==> config.mk <==
export PLATFORM = sky130hd
export DESIGN_NAME = dram_tick_timer
export DESIGN_NICKNAME = d
export VERILOG_FILES = /design/src/rtl/dtt_pkg.sv /design/src/rtl/dtt_prescaler.sv /design/src/rtl/dtt_init_timer.sv /design/src/rtl/dtt_refi_timer.sv /design/src/rtl/dtt_ref_queue.sv /design/src/rtl/dram_tick_timer.sv
export SDC_FILE = /design/constraint.sdc
export NUM_CORES = 1
export LEC_CHECK = 0
export BUFFER_PORTS_ARGS = -buffer_cell sky130_fd_sc_hd__buf_4
export CORE_AREA = 2 2 94 119
export DETAILED_ROUTE_END_ITERATION = 10
export DIE_AREA = 0 0 96 121
export PLACE_DENSITY_LB_ADDON = 0.25
export SLEW_MARGIN = 20
export SYNTH_ARGS = -nofsm -noshare
export SYNTH_HDL_FRONTEND = slang
export SYNTH_SLANG_ARGS = --single-unit
==> constraint.sdc <==
create_clock -name clk -period 10.05 [get_ports clk]
set_input_delay 2.01 -clock clk [delete_from_list [all_inputs] [get_ports clk]]
set_output_delay 2.01 -clock clk [all_outputs]
set_load 0.005 [all_outputs]
==> src/rtl/dtt_pkg.sv <==
// Shared layout of the refresh configuration word and its decoded form.
// Assumes a 32-bit configuration word whose field positions are fixed.
package dtt_pkg;
    localparam int CFG_W     = 32;
    localparam int REFI_W    = 13;   // interval field width
    localparam int REFI_LSB  = 0;
    localparam int EXTRA_W   = 3;    // additional refreshes per interval
    localparam int EXTRA_LSB = 16;
    localparam int UPD_BIT   = 31;   // update flag

    typedef struct packed {
        logic [EXTRA_W-1:0] extra;
        logic [REFI_W-1:0]  interval;
    } refi_cfg_t;

    // Pull the two fields out of a raw configuration word.
    function automatic refi_cfg_t decode_refi(input logic [CFG_W-1:0] w);
        refi_cfg_t r;
        r.interval = w[REFI_LSB +: REFI_W];
        r.extra    = w[EXTRA_LSB +: EXTRA_W];
        return r;
    endfunction
endpackage

==> src/rtl/dtt_prescaler.sv <==
// Free-running divider that emits a registered one-cycle tick every `div` clocks.
// Assumes div is quasi-static. A value of 0 or 1 ticks on every clock. If div
// shrinks below the current count, the counter wraps at the next edge.
module dtt_prescaler #(
    parameter int CNT_W = 16
) (
    input  logic             clk,
    input  logic             rst_n,
    input  logic [CNT_W-1:0] div,
    output logic             tick
);
    logic [CNT_W-1:0] cnt;
    logic             at_end;

    // Terminal count reached, or divisor too small to count.
    assign at_end = (div <= CNT_W'(1)) || (cnt >= div - CNT_W'(1));

    // Count clocks and restart at zero after the terminal count.
    always_ff @(posedge clk) begin
        if (!rst_n) begin
            cnt  <= '0;
            tick <= 1'b0;
        end else if (at_end) begin
            cnt  <= '0;
            tick <= 1'b1;
        end else begin
            cnt  <= cnt + CNT_W'(1);
            tick <= 1'b0;
        end
    end
endmodule

==> src/rtl/dtt_init_timer.sv <==
// Counts microsecond ticks after reset and raises a sticky done flag once the
// programmed count is reached. Assumes target is stable during the wait.
module dtt_init_timer #(
    parameter int INIT_W = 16
) (
    input  logic              clk,
    input  logic              rst_n,
    input  logic              tick,
    input  logic [INIT_W-1:0] target,
    output logic              done
);
    logic [INIT_W-1:0] cnt;

    // Advance on ticks until the target is met, then hold done high.
    always_ff @(posedge clk) begin
        if (!rst_n) begin
            cnt  <= '0;
            done <= 1'b0;
        end else if (!done) begin
            if (cnt >= target)
                done <= 1'b1;
            else if (tick)
                cnt <= cnt + INIT_W'(1);
        end
    end
endmodule

==> src/rtl/dtt_refi_timer.sv <==
// Holds the refresh configuration and counts 100 ns ticks. It emits a one-cycle
// expiry pulse each time the interval elapses. A word is accepted only with
// its update flag set, and acceptance restarts the count. Counting is gated by run.
module dtt_refi_timer
    import dtt_pkg::*;
#(
    parameter int REFI_RST  = 78,
    parameter int EXTRA_RST = 0
) (
    input  logic               clk,
    input  logic               rst_n,
    input  logic               run,
    input  logic               tick,
    input  logic               cfg_wr,
    input  logic [CFG_W-1:0]   cfg_word,
    output logic               expire,
    output logic [EXTRA_W-1:0] extra
);
    refi_cfg_t         cfg_q;
    refi_cfg_t         cfg_new;
    logic              accept;
    logic [REFI_W-1:0] cnt;
    logic              last_tick;
    logic              unused_rsvd;

    assign cfg_new     = decode_refi(cfg_word);
    assign accept      = cfg_wr && cfg_word[UPD_BIT];
    assign unused_rsvd = ^{cfg_word[UPD_BIT-1:EXTRA_LSB+EXTRA_W],
                           cfg_word[EXTRA_LSB-1:REFI_LSB+REFI_W]};
    assign last_tick   = ({1'b0, cnt} + (REFI_W+1)'(1)) >= {1'b0, cfg_q.interval};
    assign extra       = cfg_q.extra;

    // Configuration register, loaded only by a flagged write.
    always_ff @(posedge clk) begin
        if (!rst_n) begin
            cfg_q.interval <= REFI_W'(REFI_RST);
            cfg_q.extra    <= EXTRA_W'(EXTRA_RST);
        end else if (accept) begin
            cfg_q <= cfg_new;
        end
    end

    // Interval counter in tick units with a registered expiry pulse.
    always_ff @(posedge clk) begin
        if (!rst_n) begin
            cnt    <= '0;
            expire <= 1'b0;
        end else begin
            expire <= 1'b0;
            if (accept) begin
                cnt <= '0;
            end else if (run && tick) begin
                if (last_tick) begin
                    cnt    <= '0;
                    expire <= 1'b1;
                end else begin
                    cnt <= cnt + REFI_W'(1);
                end
            end
        end
    end
endmodule

==> src/rtl/dtt_ref_queue.sv <==
// Saturating count of owed refreshes. Expiries add 1+extra, each acknowledged
// request removes one, and the request is raised while anything is owed.
module dtt_ref_queue
    import dtt_pkg::*;
#(
    parameter int PEND_W = 4
) (
    input  logic               clk,
    input  logic               rst_n,
    input  logic               expire,
    input  logic [EXTRA_W-1:0] extra,
    input  logic               ack,
    output logic               req,
    output logic [PEND_W-1:0]  pend
);
    localparam int                SUM_W    = PEND_W + EXTRA_W + 1;
    localparam logic [PEND_W-1:0] PEND_MAX = '1;

    logic [PEND_W-1:0] owed;
    logic              take;
    logic [SUM_W-1:0]  add;
    logic [SUM_W-1:0]  sum;

    assign take = ack && (owed != '0);
    assign add  = expire ? (SUM_W'(extra) + SUM_W'(1)) : '0;
    assign sum  = SUM_W'(owed) + add - SUM_W'(take);
    assign req  = (owed != '0);
    assign pend = owed;

    // Update the owed count, clamping at the top instead of wrapping.
    always_ff @(posedge clk) begin
        if (!rst_n)
            owed <= '0;
        else if (sum > SUM_W'(PEND_MAX))
            owed <= PEND_MAX;
        else
            owed <= sum[PEND_W-1:0];
    end
endmodule

==> src/rtl/dram_tick_timer.sv <==
// Top level: two prescalers (microsecond and 100 ns), the power-up wait timer,
// the refresh interval timer and the owed-refresh queue. Refresh timing starts
// only after the power-up wait. Assumes divisors and wait are static after reset.
module dram_tick_timer
    import dtt_pkg::*;
#(
    parameter int CNT_W     = 16,
    parameter int INIT_W    = 16,
    parameter int PEND_W    = 4,
    parameter int REFI_RST  = 78,
    parameter int EXTRA_RST = 0
) (
    input  logic              clk,
    input  logic              rst_n,
    input  logic [CNT_W-1:0]  cfg_us_div,
    input  logic [CNT_W-1:0]  cfg_ns_div,
    input  logic [INIT_W-1:0] cfg_init_us,
    input  logic              cfg_refi_wr,
    input  logic [31:0]       cfg_refi_word,
    output logic              tick_us,
    output logic              tick_100ns,
    input  logic              ref_ack,
    output logic              init_done,
    output logic              ref_req,
    output logic [PEND_W-1:0] ref_pend
);
    localparam int NUM_BASES = 2;   // index 0: microsecond, 1: 100 ns

    logic [NUM_BASES-1:0][CNT_W-1:0] base_div;
    logic [NUM_BASES-1:0]            base_tick;
    logic                            expire;
    logic [EXTRA_W-1:0]              extra;

    assign base_div[0] = cfg_us_div;
    assign base_div[1] = cfg_ns_div;
    assign tick_us     = base_tick[0];
    assign tick_100ns  = base_tick[1];

    // One prescaler per time base.
    for (genvar g = 0; g < NUM_BASES; g++) begin : g_base
        dtt_prescaler #(.CNT_W(CNT_W)) u_pre (
            .clk  (clk),
            .rst_n(rst_n),
            .div  (base_div[g]),
            .tick (base_tick[g])
        );
    end

    dtt_init_timer #(.INIT_W(INIT_W)) u_init (
        .clk   (clk),
        .rst_n (rst_n),
        .tick  (tick_us),
        .target(cfg_init_us),
        .done  (init_done)
    );

    dtt_refi_timer #(.REFI_RST(REFI_RST), .EXTRA_RST(EXTRA_RST)) u_refi (
        .clk     (clk),
        .rst_n   (rst_n),
        .run     (init_done),
        .tick    (tick_100ns),
        .cfg_wr  (cfg_refi_wr),
        .cfg_word(cfg_refi_word),
        .expire  (expire),
        .extra   (extra)
    );

    dtt_ref_queue #(.PEND_W(PEND_W)) u_queue (
        .clk   (clk),
        .rst_n (rst_n),
        .expire(expire),
        .extra (extra),
        .ack   (ref_ack),
        .req   (ref_req),
        .pend  (ref_pend)
    );
endmodule

* Word level (Yosys, flattened, before mapping) *
Cells that the tools add are included.

storage, ports and cells
  register bits after elaboration = 85

operators by class
  reduce and logical (&&, ||, !) cells = 11
  muxes and demuxes = 8
  bitwise operators = 4
  $add $sub $neg = 10
  $lt $le $gt $ge = 7

operator list
  cell                   count
  $add 16x1->16 const B  3
  $ge 16x16->1           3
  $le 16x1->1 const B    2
  $sub 16x1->16 const B  2
  $add 13x1->14 const B  1
  $ge 14x13->1           1
  $add 13x1->13 const B  1
  $mux 13                1
  $add 4x8->8            1
  $gt 8x4->1 const B     1
  $mux 8                 1
  $sub 8x1->8            1
  $reduce_or 2->1        3
  $mux 1                 5
  $add 3x1->4 const B    1
  $mux 4                 1
  $not 1->1              4
  $reduce_bool 4->1      1
  $logic_and 1x1->1      3
  $reduce_and 3->1       1
  $reduce_or 3->1        1
  $logic_or 1x1->1       2

* Logic depth before layout (Yosys ltp) *
  depth after elaboration = 6
  gate-level depth with buffers = 14

* Cells and area by module *
A second synthesis with hierarchy kept.

unflattened totals
  cells, all modules = 735
  area, all modules = 6124.6 um2

modules (own cells, without submodules)
  module                            area an instance (um2)  cells an instance  times used  seq. area each (um2)
  dtt_refi_timer                    1719.1                  209                1           600.6
  dtt_prescaler at g_base[0].u_pre  1372.6                  163                1           340.3
  dtt_prescaler at g_base[1].u_pre  1348.8                  157                1           340.3
  dtt_init_timer                    1232.4                  152                1           340.3
  dtt_ref_queue                     451.7                   54                 1           80.1

* Worst setup path before layout *
OpenSTA, ideal clock, no wires.

  path type = input to register
  start point = input cfg_us_div[3]
  end point = register g_base[0].u_pre.cnt[10]
  required time = 9.986 ns
  buffers on the path = 1
  path slack = 5.239 ns
  stages on the path = 12
  arrival time = 4.747 ns
  library setup time = 0.064 ns
  path through = or4_1 nor3_2 nand2_1 xor2_1 ha_1 a21o_1 a21oi_1 nor2b_1 a2111oi_0 o211ai_2 buf_2 nor2_1

on the way
  cells in the longest elaborated chain, start to end = 4
  elaborated cells on any way between the ends = 5

ends and longest elaborated chain
  what                                  RTL line               RTL
  start: declaration                    dram_tick_timer.sv:15  input logic [CNT_W-1:0] cfg_us_div,
  $sub 16x1->16                         dtt_prescaler.sv:16    assign at_end = (div <= CNT_W'(1)) || (cnt >= div - CNT_W'(1));
  $ge 16x16->1                          dtt_prescaler.sv:16
  $logic_or 1x1->1 (*)                  dtt_prescaler.sv:16
  $reduce_or 2->1 (no source line) (*)  n/a
  end signal: assignment                dtt_prescaler.sv:27    cnt <= cnt + CNT_W'(1);
  end: declaration                      dtt_prescaler.sv:12    logic [CNT_W-1:0] cnt;

Every way passes the cells marked *; elsewhere a longest branch is shown, timed or not.
A chain may end at the register's enable or synchronous reset.

* Final worst setup path *
  start point = input cfg_us_div[3]
  end point = register g_base[0].u_pre.cnt[0]

The elaborated chain is that of the path after synthesis.

==> impl_metrics.json <==
{
  "ant_nets": 0,
  "dieArea_mm2": 0.01162,
  "final_area_mm2": 0.006629,
  "viasPerCell": 5.618,
  "die_w_um": 96,
  "drv_cap": 0,
  "synth_edf_count": 0,
  "reg2reg_from": "u_refi.cnt[0]",
  "start_util_pct": 54.16,
  "io_pins": 92,
  "yosysTopAreaCellShare_pct": 30.04,
  "fmax_mhz": 197.3,
  "die_y_um": 121,
  "syn_area_per_cell_um2": 8.245,
  "fp.coreArea_mm2": 0.01046,
  "seqPwrFrac_pct": 41.7,
  "synth_area_leaders": "dfxtp_1 (30%), ha_1 (17%), xnor2_1 (6.2%)",
  "cts.clk_slew.worst_paths_ps": 60,
  "route.detailed.wl_per_inst_um": 14.09,
  "p_int_mw": 0.6207,
  "combPwrFrac_pct": 22.1,
  "crit_type": "input pin to flip-flop",
  "cts_hold_buf": 0,
  "period_needed_ps": 5070,
  "syn_to_final_growth_pct": 17.03,
  "crit_required_ps": 10290,
  "yosys_warnings": 0,
  "num_rows": 42,
  "io_buffers": 76,
  "cts_buffer_depth": 2,
  "ir_drop_mv": 0.08064,
  "synthArstFlopShare_pct": 0,
  "hold_class": "flip-flop to flip-flop",
  "cts_tree": "done",
  "crit_fanout": 15,
  "slew-limit-headroom_pct": 30.62,
  "grt.total_usage_pct": 22.92,
  "clk_latency_ps": 340,
  "fin_nets": 925,
  "hold_path_end": "u_refi.cfg_q[4]",
  "synth_most_common_cell": "dfxtp_1",
  "p_per_area_mw_per_mm2": 129.9,
  "synthFlopType": "dfxtp_1",
  "dp_slack_ps": 4678,
  "startpoint_type": "input pin",
  "layout-drive-gt1-share_pct": 12.91,
  "cts_setup_buffers": 0,
  "syn_nets": 850,
  "switching_power_mw": 0.2406,
  "rr_worst_depth": 11,
  "post-route-period-util_pct": 50.44,
  "synth_cells": 687,
  "clock_power_share_pct": 36.2,
  "cts.sinks": 85,
  "ys_ff_latch": 85,
  "power_mw": 0.8613,
  "synth.distinct_cells": 51,
  "worstPathArrival_ps": 5310,
  "grt_pass1_vias": 5159,
  "dp_hpwl_mm": 9.674,
  "hold_viol_final": 0,
  "rsz0062_at_grt": "no",
  "final-max-slew-violation-count": 0,
  "detail_route.iter0.violations": 151,
  "wl_mm": 12.67,
  "r2r_slack_ps": 6570,
  "cts_inserted_buffers": 9,
  "synth.cell_area_mm2": 0.005664,
  "drt_pass1_iterations": 5,
  "swShare_pct": 27.93,
  "overflow": 0,
  "yosys.area.top_type": "dfxtp_1",
  "grt_max_degree": 35,
  "clock_skew_ps": 9.484,
  "endpoint_kind": "flip-flop",
  "tightest_slew_ps": 1034,
  "grt_pass1_wl_mm": 21.56,
  "grt_antenna_before_repair": 0,
  "setup_slack_ps": 4980,
  "cts_resized": 0,
  "dpl_cell_area_mm2": 0.006341,
  "r2r_end": "u_refi.cnt[0]",
  "power.leakage_nw": 2.882,
  "setup-violations-final": 0,
  "htreeDepth": 3,
  "drc": 0,
  "yosysSeqAreaShare_pct": 30.04,
  "final.setup.tns_ps": 0,
  "synthTopCellsByCount": "dfxtp_1 (85), ha_1 (78), nor2_1 (72)",
  "num_vias": 5051,
  "gp_congestion": 0.8173,
  "status": "finished, final reports clean",
  "worstHoldStart": "u_refi.cfg_q[4]",
  "min_path_cells": 2,
  "antenna-diode-count": 0,
  "root_buffer": "clkbuf_16"
}
-- area by class of cell --
| class | instances | area (um2) |
|---|---|---|
| Fill cell | 929 | 3829 |
| Multi-Input combinational cell | 536 | 3705 |
| Sequential cell | 85 | 1702 |
| Timing Repair Buffer | 77 | 578.1 |
| Clock buffer | 13 | 260.3 |
| Inverter | 53 | 198.9 |
| Tap cell | 132 | 165.2 |
| Clock inverter | 3 | 20.02 |
-- critical path, cell delays in order --
cell and delay [ps]:
buf_4 130, or4_1 580, nor3_2 240, nand2_1 140, xor2_1 190, ha_1 310
a21o_1 180, a21oi_1 140, nor2b_1 60, a2111oi_0 670, o211ai_2 410, nor2_1 250
-- per-stage QoR --
stage | hold slack [ps] | cells | utilization [%]
floorplan | 429.7 | 687 | -
global placement | 446.3 | 882 | 60.64
detailed placement | 447.5 | 882 | 60.64
CTS | 455.5 | 898 | 63.32
global route | 478.3 | 899 | 63.39
finish | 453.7 | 899 | 63.39
-- state kept, by name (all words and copies together) (netlist names) --
register,cells
g_base.u_pre.cnt,32
g_base.u_pre.tick,2
u_refi.cnt,13
u_queue.pend,4
u_refi.expire,1
u_refi.cfg_q,13
u_init.done,1
u_refi.extra,3
u_init.cnt,16
-- metal layers --
metal / GRT usage, % / part of all wire (%) / wire length (um)
met5: 0 / 0 / 0
met4: 8.304 / 1.6 / 208
met3: 4.099 / 4.1 / 524
met2: 41.19 / 52 / 6599
met1: 26.54 / 42 / 5338
-- worst max path at each step --
stage | end | from | cells after the start | slack [ps]
final | g_base[0].u_pre.cnt[0] | cfg_us_div[3] | 12 | 4980
after global routing | g_base[0].u_pre.cnt[0] | cfg_us_div[3] | 12 | 4680
after CTS | g_base[0].u_pre.cnt[0] | cfg_us_div[3] | 12 | 4930
after detailed placement | g_base[0].u_pre.cnt[10] | cfg_us_div[3] | 12 | 4680
after global placement | g_base[0].u_pre.cnt[12] | cfg_us_div[3] | 12 | 4690
after floorplan | g_base[0].u_pre.cnt[10] | cfg_us_div[3] | 12 | 5240
-- cells in the final DEF, fill, tap and decap left out, types with 3 or more instances in the layout --
| master | instances |
|---|---|
| and4_1 | 3 |
| or4_1 | 10 |
| or3_1 | 3 |
| xor2_1 | 29 |
| mux2i_1 | 4 |
| buf_4 | 77 |
| a22o_1 | 9 |
| xnor2_1 | 40 |
| and3_1 | 11 |
| inv_1 | 52 |
| nand4_1 | 19 |
| nor2_1 | 72 |
| o31ai_1 | 8 |
| a21o_1 | 6 |
| nor2b_1 | 6 |
| a21oi_1 | 42 |
| nand2b_1 | 10 |
| a211oi_1 | 3 |
| nand2_1 | 67 |
| nand3_1 | 36 |
| dfxtp_1 | 85 |
| o211ai_1 | 7 |
| and2_1 | 4 |
| or2_2 | 3 |
| ha_1 | 78 |
| clkbuf_16 | 9 |
| o21ai_0 | 13 |
| nor3_1 | 15 |
| nor4_1 | 13 |
-- power by group through the flow --
stage                     clock network, mW  registers (mW)  logic [mW]
after floorplan                           0           0.366       0.116
after global placement                    0           0.366       0.176
after detailed placement                  0           0.366       0.186
after CTS                             0.316           0.359       0.190
after global routing                  0.332           0.361       0.216
final                                 0.312           0.359       0.190
-- kinds of logic after synthesis --
| kind of cell | after synthesis | synth area share (%) |
|---|---|---|
| flip-flops | 85 | 30.04 |
| AND/OR/NAND/NOR | 275 | 23.57 |
| XOR/XNOR | 69 | 10.67 |
| multiplexers | 5 | 0.9057 |
| adder cells (fa/ha/maj) | 79 | 17.58 |
| buffers and inverters | 66 | 4.551 |
| AO/OA/AOI/OAI | 108 | 12.68 |
No activity file was read; power rests on OpenSTA's default activity.
